`src/rtl/sram_ctl_pkg.sv`:
```
package sram_ctl_pkg;

  typedef enum logic [2:0] {
    ST_IDLE,
    ST_WSET,
    ST_WPUL,
    ST_WHLD,
    ST_RACC,
    ST_RDONE
  } ctlState_t;

  typedef struct packed {
    logic latch;      // take request into datapath
    logic capture;    // sample read bus at end of access
    logic zeroRd;     // empty-mask read retires
    logic selNext;    // lane enables active next cycle
    logic weLowNext;  // write enable low next cycle
    logic oeLowNext;  // output enable low next cycle
    logic driveNext;  // data drivers on next cycle
  } ctlStrobe_t;

  function automatic int ceilCycles(input int ps, input int clkPs);
    int c;
    c = (ps + clkPs - 1) / clkPs;
    return (c < 1) ? 1 : c;
  endfunction

  function automatic int maxOf(input int a, input int b);
    return (a > b) ? a : b;
  endfunction

endpackage

```
`src/rtl/sram_ctl_fsm.sv`:
```
module sram_ctl_fsm
  import sram_ctl_pkg::*;
#(
  parameter int TURN_CYC = 1,
  parameter int WP_CYC   = 1,
  parameter int ACC_CYC  = 2
) (
  input  logic       clk,
  input  logic       rstN,
  input  logic       reqValid,
  input  logic       reqWrite,
  input  logic       reqMaskZero,
  output logic       reqReady,
  output ctlStrobe_t strobe
);

  localparam int MAX_CYC = maxOf(maxOf(TURN_CYC, WP_CYC), ACC_CYC);
  localparam int CNT_W   = $clog2(MAX_CYC + 1);

  ctlState_t state, stateNext;
  logic [CNT_W-1:0] cnt, cntNext;

  assign reqReady = (state == ST_IDLE);

  always_comb begin
    stateNext      = state;
    cntNext        = cnt;
    strobe.latch   = 1'b0;
    strobe.capture = 1'b0;
    strobe.zeroRd  = 1'b0;
    unique case (state)
      ST_IDLE: begin
        if (reqValid) begin
          if (reqMaskZero) begin
            strobe.zeroRd = !reqWrite;
          end else if (reqWrite) begin
            strobe.latch = 1'b1;
            stateNext    = ST_WSET;
            cntNext      = CNT_W'(TURN_CYC - 1);
          end else begin
            strobe.latch = 1'b1;
            stateNext    = ST_RACC;
            cntNext      = CNT_W'(ACC_CYC - 1);
          end
        end
      end
      ST_WSET: begin
        if (cnt == '0) begin
          stateNext = ST_WPUL;
          cntNext   = CNT_W'(WP_CYC - 1);
        end else begin
          cntNext = cnt - 1'b1;
        end
      end
      ST_WPUL: begin
        if (cnt == '0) stateNext = ST_WHLD;
        else           cntNext   = cnt - 1'b1;
      end
      ST_WHLD: stateNext = ST_IDLE;
      ST_RACC: begin
        if (cnt == '0) begin
          stateNext      = ST_RDONE;
          strobe.capture = 1'b1;
        end else begin
          cntNext = cnt - 1'b1;
        end
      end
      ST_RDONE: stateNext = ST_IDLE;
      default:  stateNext = ST_IDLE;
    endcase
    strobe.selNext   = (stateNext == ST_WSET) || (stateNext == ST_WPUL) ||
                       (stateNext == ST_WHLD) || (stateNext == ST_RACC);
    strobe.weLowNext = (stateNext == ST_WPUL);
    strobe.oeLowNext = (stateNext == ST_RACC);
    strobe.driveNext = (stateNext == ST_WPUL) || (stateNext == ST_WHLD);
  end

  always_ff @(posedge clk or negedge rstN) begin
    if (!rstN) begin
      state <= ST_IDLE;
      cnt   <= '0;
    end else begin
      state <= stateNext;
      cnt   <= cntNext;
    end
  end

endmodule

```
`src/rtl/sram_lane_dp.sv`:
```
module sram_lane_dp
  import sram_ctl_pkg::*;
#(
  parameter int ADDR_W = 19,
  parameter int LANE_W = 8,
  parameter int LANES  = 3
) (
  input  logic                      clk,
  input  logic                      rstN,
  input  ctlStrobe_t                strobe,
  input  logic [ADDR_W-1:0]         reqAddr,
  input  logic [LANE_W*LANES-1:0]   reqWdata,
  input  logic [LANES-1:0]          reqMask,
  output logic [ADDR_W-1:0]         memAddr,
  output logic [LANES-1:0]          memCeN,
  output logic                      memWeN,
  output logic                      memOeN,
  output logic [LANE_W*LANES-1:0]   memDqOut,
  output logic [LANES-1:0]          memDqOe,
  input  logic [LANE_W*LANES-1:0]   memDqIn,
  output logic                      rdValid,
  output logic [LANE_W*LANES-1:0]   rdData
);

  localparam int DATA_W = LANE_W * LANES;

  logic [LANES-1:0]  maskQ;
  logic [LANES-1:0]  laneSel;
  logic [DATA_W-1:0] wdataQ;

  always_comb laneSel = strobe.latch ? reqMask : maskQ;

  assign memDqOut = wdataQ;

  always_ff @(posedge clk or negedge rstN) begin
    if (!rstN) begin
      memAddr <= '0;
      memCeN  <= '1;
      memWeN  <= 1'b1;
      memOeN  <= 1'b1;
      memDqOe <= '0;
      maskQ   <= '0;
      wdataQ  <= '0;
      rdValid <= 1'b0;
    end else begin
      if (strobe.latch) begin
        memAddr <= reqAddr;
        maskQ   <= reqMask;
        wdataQ  <= reqWdata;
      end
      memCeN  <= strobe.selNext ? ~laneSel : '1;
      memWeN  <= !strobe.weLowNext;
      memOeN  <= !strobe.oeLowNext;
      memDqOe <= strobe.driveNext ? laneSel : '0;
      rdValid <= strobe.capture | strobe.zeroRd;
    end
  end

  for (genvar lane = 0; lane < LANES; lane++) begin : gLane
    always_ff @(posedge clk or negedge rstN) begin
      if (!rstN) begin
        rdData[lane*LANE_W +: LANE_W] <= '0;
      end else if (strobe.zeroRd) begin
        rdData[lane*LANE_W +: LANE_W] <= '0;
      end else if (strobe.capture) begin
        rdData[lane*LANE_W +: LANE_W] <= maskQ[lane] ? memDqIn[lane*LANE_W +: LANE_W] : '0;
      end
    end
  end

endmodule

```
`src/rtl/sram_lane_ctrl.sv`:
```
module sram_lane_ctrl
  import sram_ctl_pkg::*;
#(
  parameter int ADDR_W  = 19,
  parameter int LANE_W  = 8,
  parameter int LANES   = 3,
  parameter int CLK_PS  = 8000,
  parameter int TURN_PS = 5000,
  parameter int WP_PS   = 8000,
  parameter int DS_PS   = 6000,
  parameter int RC_PS   = 10000,
  parameter int AA_PS   = 10000,
  parameter int DOE_PS  = 7000
) (
  input  logic                      clk,
  input  logic                      rstN,
  input  logic                      reqValid,
  output logic                      reqReady,
  input  logic                      reqWrite,
  input  logic [ADDR_W-1:0]         reqAddr,
  input  logic [LANE_W*LANES-1:0]   reqWdata,
  input  logic [LANES-1:0]          reqMask,
  output logic                      rdValid,
  output logic [LANE_W*LANES-1:0]   rdData,
  output logic [ADDR_W-1:0]         memAddr,
  output logic [LANES-1:0]          memCeN,
  output logic                      memWeN,
  output logic                      memOeN,
  output logic [LANE_W*LANES-1:0]   memDqOut,
  output logic [LANES-1:0]          memDqOe,
  input  logic [LANE_W*LANES-1:0]   memDqIn
);

  localparam int TURN_CYC = ceilCycles(TURN_PS, CLK_PS);
  localparam int WP_CYC   = maxOf(ceilCycles(WP_PS, CLK_PS), ceilCycles(DS_PS, CLK_PS));
  localparam int ACC_CYC  = maxOf(maxOf(ceilCycles(RC_PS, CLK_PS), ceilCycles(AA_PS, CLK_PS)),
                                  ceilCycles(DOE_PS, CLK_PS));

  ctlStrobe_t strobe;
  logic       reqMaskZero;

  assign reqMaskZero = (reqMask == '0);

  sram_ctl_fsm #(
    .TURN_CYC(TURN_CYC),
    .WP_CYC  (WP_CYC),
    .ACC_CYC (ACC_CYC)
  ) uCtl (
    .clk        (clk),
    .rstN       (rstN),
    .reqValid   (reqValid),
    .reqWrite   (reqWrite),
    .reqMaskZero(reqMaskZero),
    .reqReady   (reqReady),
    .strobe     (strobe)
  );

  sram_lane_dp #(
    .ADDR_W(ADDR_W),
    .LANE_W(LANE_W),
    .LANES (LANES)
  ) uDp (
    .clk     (clk),
    .rstN    (rstN),
    .strobe  (strobe),
    .reqAddr (reqAddr),
    .reqWdata(reqWdata),
    .reqMask (reqMask),
    .memAddr (memAddr),
    .memCeN  (memCeN),
    .memWeN  (memWeN),
    .memOeN  (memOeN),
    .memDqOut(memDqOut),
    .memDqOe (memDqOe),
    .memDqIn (memDqIn),
    .rdValid (rdValid),
    .rdData  (rdData)
  );

endmodule

```
`config.mk`:
```
export PLATFORM = sky130hd
export DESIGN_NAME = sram_lane_ctrl
export DESIGN_NICKNAME = d
export VERILOG_FILES = /design/src/rtl/sram_ctl_pkg.sv /design/src/rtl/sram_ctl_fsm.sv /design/src/rtl/sram_lane_dp.sv /design/src/rtl/sram_lane_ctrl.sv
export SDC_FILE = /design/constraint.sdc
export NUM_CORES = 1
export LEC_CHECK = 0
export BUFFER_PORTS_ARGS = -buffer_cell sky130_fd_sc_hd__buf_2
export CAP_MARGIN = 30
export CORE_MARGIN = 5
export CORE_UTILIZATION = 47
export CTS_BUF_LIST = sky130_fd_sc_hd__clkbuf_16
export DETAILED_ROUTE_END_ITERATION = 6
export PLACE_DENSITY = 0.9
export SYNTH_ARGS = -nofsm -noshare
export SYNTH_HDL_FRONTEND = slang
export SYNTH_HIERARCHICAL = 1
export SYNTH_SLANG_ARGS = --single-unit
```
`constraint.sdc`:
```
create_clock -name clk -period 2.7 [get_ports clk]
set_clock_uncertainty 0.2 [all_clocks]
set_input_delay 0.135 -clock clk [delete_from_list [all_inputs] [get_ports clk]]
set_output_delay 0.135 -clock clk [all_outputs]
set_load 0.01 [all_outputs]
```
==> Word level (Yosys, flattened, before mapping) <==
Index checks and enable logic that the tools add are counted.
Widths: inputs -> output; s select.
{ "totals": {"regBits": 84, "in_bits": 74, "elab_cells": 73} }
{ "classes": {"addsub": 1, "eq_ne": 10, "n_mux": 33, "bitwise_logic": 2, "n_reduce_logical": 14} }
{ "op_table": {"columns": ["operator", "n"], "rows": [
  ["$mux 8", 9],
  ["$mux 3", 9],
  ["$pmux 3 s4", 1],
  ["$eq 3x2->1 const B", 3],
  ["$mux 1", 9],
  ["$mux 2", 4],
  ["$eq 3x1->1 const B", 2],
  ["$eq 3x3->1 const B", 2],
  ["$logic_not 3->1", 2],
  ["$ne 2x2->1 const B", 3],
  ["$pmux 2 s3", 1],
  ["$logic_or 1x1->1", 4],
  ["$reduce_and 4->1", 1],
  ["$logic_not 1->1", 3],
  ["$not 3->3", 1],
  ["$reduce_bool 3->1", 1],
  ["$logic_not 2->1", 1],
  ["$reduce_bool 2->1", 1],
  ["$reduce_or 2->1", 1],
  ["$sub 2x1->2 const B", 1],
  ["$or 1x1->1", 1]
]} }

==> Depth between registers and ports, before layout <==
{ "depth": {"ltp_word": 9, "ltp_mapped": 8, "mapped_depth_nobuf": 7} }

==> Cells and area by module <==
Netlist, hierarchy kept.
{ "by_module_without_submodules": {"columns": ["module", "instances", "cells_each", "area_each_um2", "seq_area_each_um2"], "rows": [
  ["sram_lane_dp", 1, 177, 2956.6, 1983.2],
  ["sram_ctl_fsm", 1, 59, 535.5, 125.1],
  ["sram_lane_ctrl", 1, 1, 10.0, 0.0]
]} }

==> Least setup slack after synthesis <==
No wires, ideal clock.
{ "synth_timing": {"kind": "reg2reg", "startpoint": "reg uCtl.state[1]", "endpoint": "reg uDp.memAddr[0]", "setup_time_ns": 0.125, "arrival_ns": 1.727, "t_required_ns": 2.375, "slack_ns": 0.648, "stages_incl_launch_ff": 8, "synth_period_minus_slack_ns": 2.052, "path_cell_list": "dfrtp_1 buf_6 buf_2 nor3_2 and2_1 buf_6 clkbuf_8 mux2_2"} }
{ "synth_rtl": {"columns": ["element", "line_no", "text"], "rows": [
  ["start, declared", "sram_ctl_fsm.sv:20", "ctlState_t state, stateNext;"],
  ["start signal, assigned", "sram_ctl_fsm.sv:83", "state <= stateNext;"],
  ["end signal, assigned", "sram_lane_dp.sv:47", "memAddr <= reqAddr;"],
  ["end, declared", "sram_lane_dp.sv:14", "output logic [ADDR_W-1:0] memAddr,"]
]} }

==> reports/results.ini <==
[synthesis]
synth_cell_types=39
syn-mean-instance-area_um2=14.8
syn_inst=237
synth_flop_cell=dfrtp_1
syn_area_um2=3500
syn_nets=314
synth_edf_count=0
yosysWarnings=6
synth-seq-area-share_pct=60.2
async_flop_share_pct=100
synth_seq_cells=84

[timing]
slew_headroom_pct=60.6
min_period_ns=2.08
hold_viol_final=0
setup-tns-final_ns=0
fin_hold_ws_ns=0.0859
setup_viol=0
worst_pin_slew_ns=0.589
grt_setup_unrepaired=false
min_period_over_period_pct=77.2
slew_viol_final=0
fmax_mhz=480

[grt]
grt_pass1_wl_um=15300
grt_max_degree=58
grt_usage_pct=21.9
overflow=0
grt_pass1_vias=3106
antenna_found_initial=0

[floorplan]
initial_core_util_pct=48.3
dieArea_um2=9280
rows=31
die_h_um=96.3
io_pins=151
die_w_um=96.3
core_area_um2=7250

[cts]
cts_buffer_depth=2
numCtsBuffers=9
cts_tree=done
cts-resized-gates=0
root_buffer=clkbuf_16
path_clk_slew_ns=0.06
postCtsSetupBuffers=0
clock_latency_ns=0.32
clkSinkCount=84
hold_buffers=72
cts_htree_levels=3

[placed_design]
hpwl_um=5990
gp_congestion=0.861
port_buffers=150

[setup_path]
worstPathArrival_ns=2.10
crit_required_ns=2.72
crit_fanout=46
reg2reg_depth=5
critical-path-max-stage-delay_ns=0.55
startpoint_type=input pin
reg2reg_setup_slack_ns=0.63
r2r-end=uDp/memDqOe[0]
cp-end-kind=register
cp_top_family=buffers and inverters
cp.buffers_inverters=3
critPathKind=input pin to register
r2r_start=uCtl/state[0]
path_cells=dlygate4sd3_1 > buf_2 > nor3_2 > nor2b_2 > and2_2 > buf_12 > mux2_4 > and2_1
critPathSlowestCell=dlygate4sd3_1

[route]
routed_wirelength_um=10000
ant_nets=0
drtIter0Drc=116
via_count=2859
wl_per_cell_um=17.8
detail_route.vias_per_cell=5.09
first_pass_iters=4
drc_errors=0

[pwr]
irDropWorstVdd_uv=546
leakage_nw=2.55
p_per_area_nw_per_um2=1080
finalPower_mw=5.69

[flow_run]
cap_violations=0

[cells_and_area]
drive_gt1_share_pct=50.5
final_cell_mix=buf_2, dfrtp_1, dlygate4sd3_1, mux2_2, a32o_1
area_delta_synth_final_pct=51.2
fill_cells=443
mostFrequentLayoutCell=buf_2
fin_nets=535
n_antenna_cell=0

[hold_path]
hold_class=input pin to async pin

[outcome]
status=complete, no violations

## registers in the layout, summed over array words and instances, names as in the netlist
signal        flops
uDp/memDqOut     24
uDp/rdData       24
uDp/memAddr      19
uCtl/state        3
uDp/maskQ         3
uDp/memCeN        3
uDp/memDqOe       3
uCtl/cnt          2
uDp/memOeN        1
uDp/memWeN        1
uDp/rdValid       1
## worst reg2reg max path: stages, from the launching register on
cell and delay (ns):
dfrtp_1 0.53, nor3_2 0.28, and2_2 0.20, buf_12 0.25, mux2_4 0.34, and2_1 0.16
## final cells by class
cell class              count  area [um^2]  area share, %
clock inverters             7         51.3          0.969
well taps                  99          124           2.34
clock buffers               9          225           4.25
multi-input cells         128         1210           22.8
inverters                   7         26.3          0.496
flip-flops and latches     84         2110           39.8
repair buffers            228         1550           29.3
## synthesized netlist by cell type, drive strengths merged, types with 3 or more instances
library cell | n | share of area [%]
nor3 | 5 | 1.0
dfstp | 5 | 3.8
a21oi | 6 | 0.96
inv | 7 | 0.75
nand2 | 6 | 0.64
dfrtp | 79 | 56
nor2 | 7 | 0.96
and2 | 4 | 0.71
clkbuf | 5 | 1.7
a32o | 23 | 6.6
buf | 13 | 3.0
mux2 | 48 | 16
ha | 3 | 1.1
nand2b | 4 | 0.79
nor2b | 5 | 0.96
## where the power goes
group | switching, mW | internal, mW
Combinational | 1.19 | 1.19
Sequential | 0.337 | 1.86
Clock | 0.488 | 0.625
## routing by layer
layer / global-route usage, % / share of wire [%] / up-vias
li1: - / - / 1302
met1: 23.1 / 37 / 1415
met2: 41.2 / 53 / 130
met3: 7.74 / 8.5 / 12
met4: 5.84 / 1.3 / 0
met5: 0 / 0 / -
## kinds of logic after synthesis
logic type | after synthesis | synth area share (%)
AOI/OAI and AO/OA | 38 | 9.97
xor gates and xnor gates | 1 | 0.465
adders and majority gates | 3 | 1.07
DFF | 84 | 60.2
buffers and inverters | 25 | 5.50
and+or+nand+nor | 36 | 6.25
muxes | 50 | 16.5
## metrics by stage
step	setup slack, ns	cell area, um^2	std cells	util [%]
after floorplan	0.648	3500	237	-
after global placement	0.678	4270	473	58.9
after detailed placement	0.620	4300	474	59.2
after CTS	0.609	5290	562	73.0
after global routing	0.504	5290	562	73.0
final	0.615	5290	562	73.0
## worst max-delay path by stage
stage	depth (start not counted)	end	slack, ns	startpoint
after floorplan	7	uDp/memAddr[0]	0.65	uCtl/state[1]
after global placement	5	uDp/memDqOe[2]	0.68	uCtl/state[0]
after detailed placement	5	uDp/memDqOe[0]	0.62	uCtl/state[0]
after CTS	5	uDp/memDqOe[0]	0.61	uCtl/state[0]
after global routing	5	uDp/memDqOe[0]	0.50	uCtl/state[0]
final	8	uDp/memDqOe[0]	0.62	reqMask[1]
(Power assumes the default switching activity.)
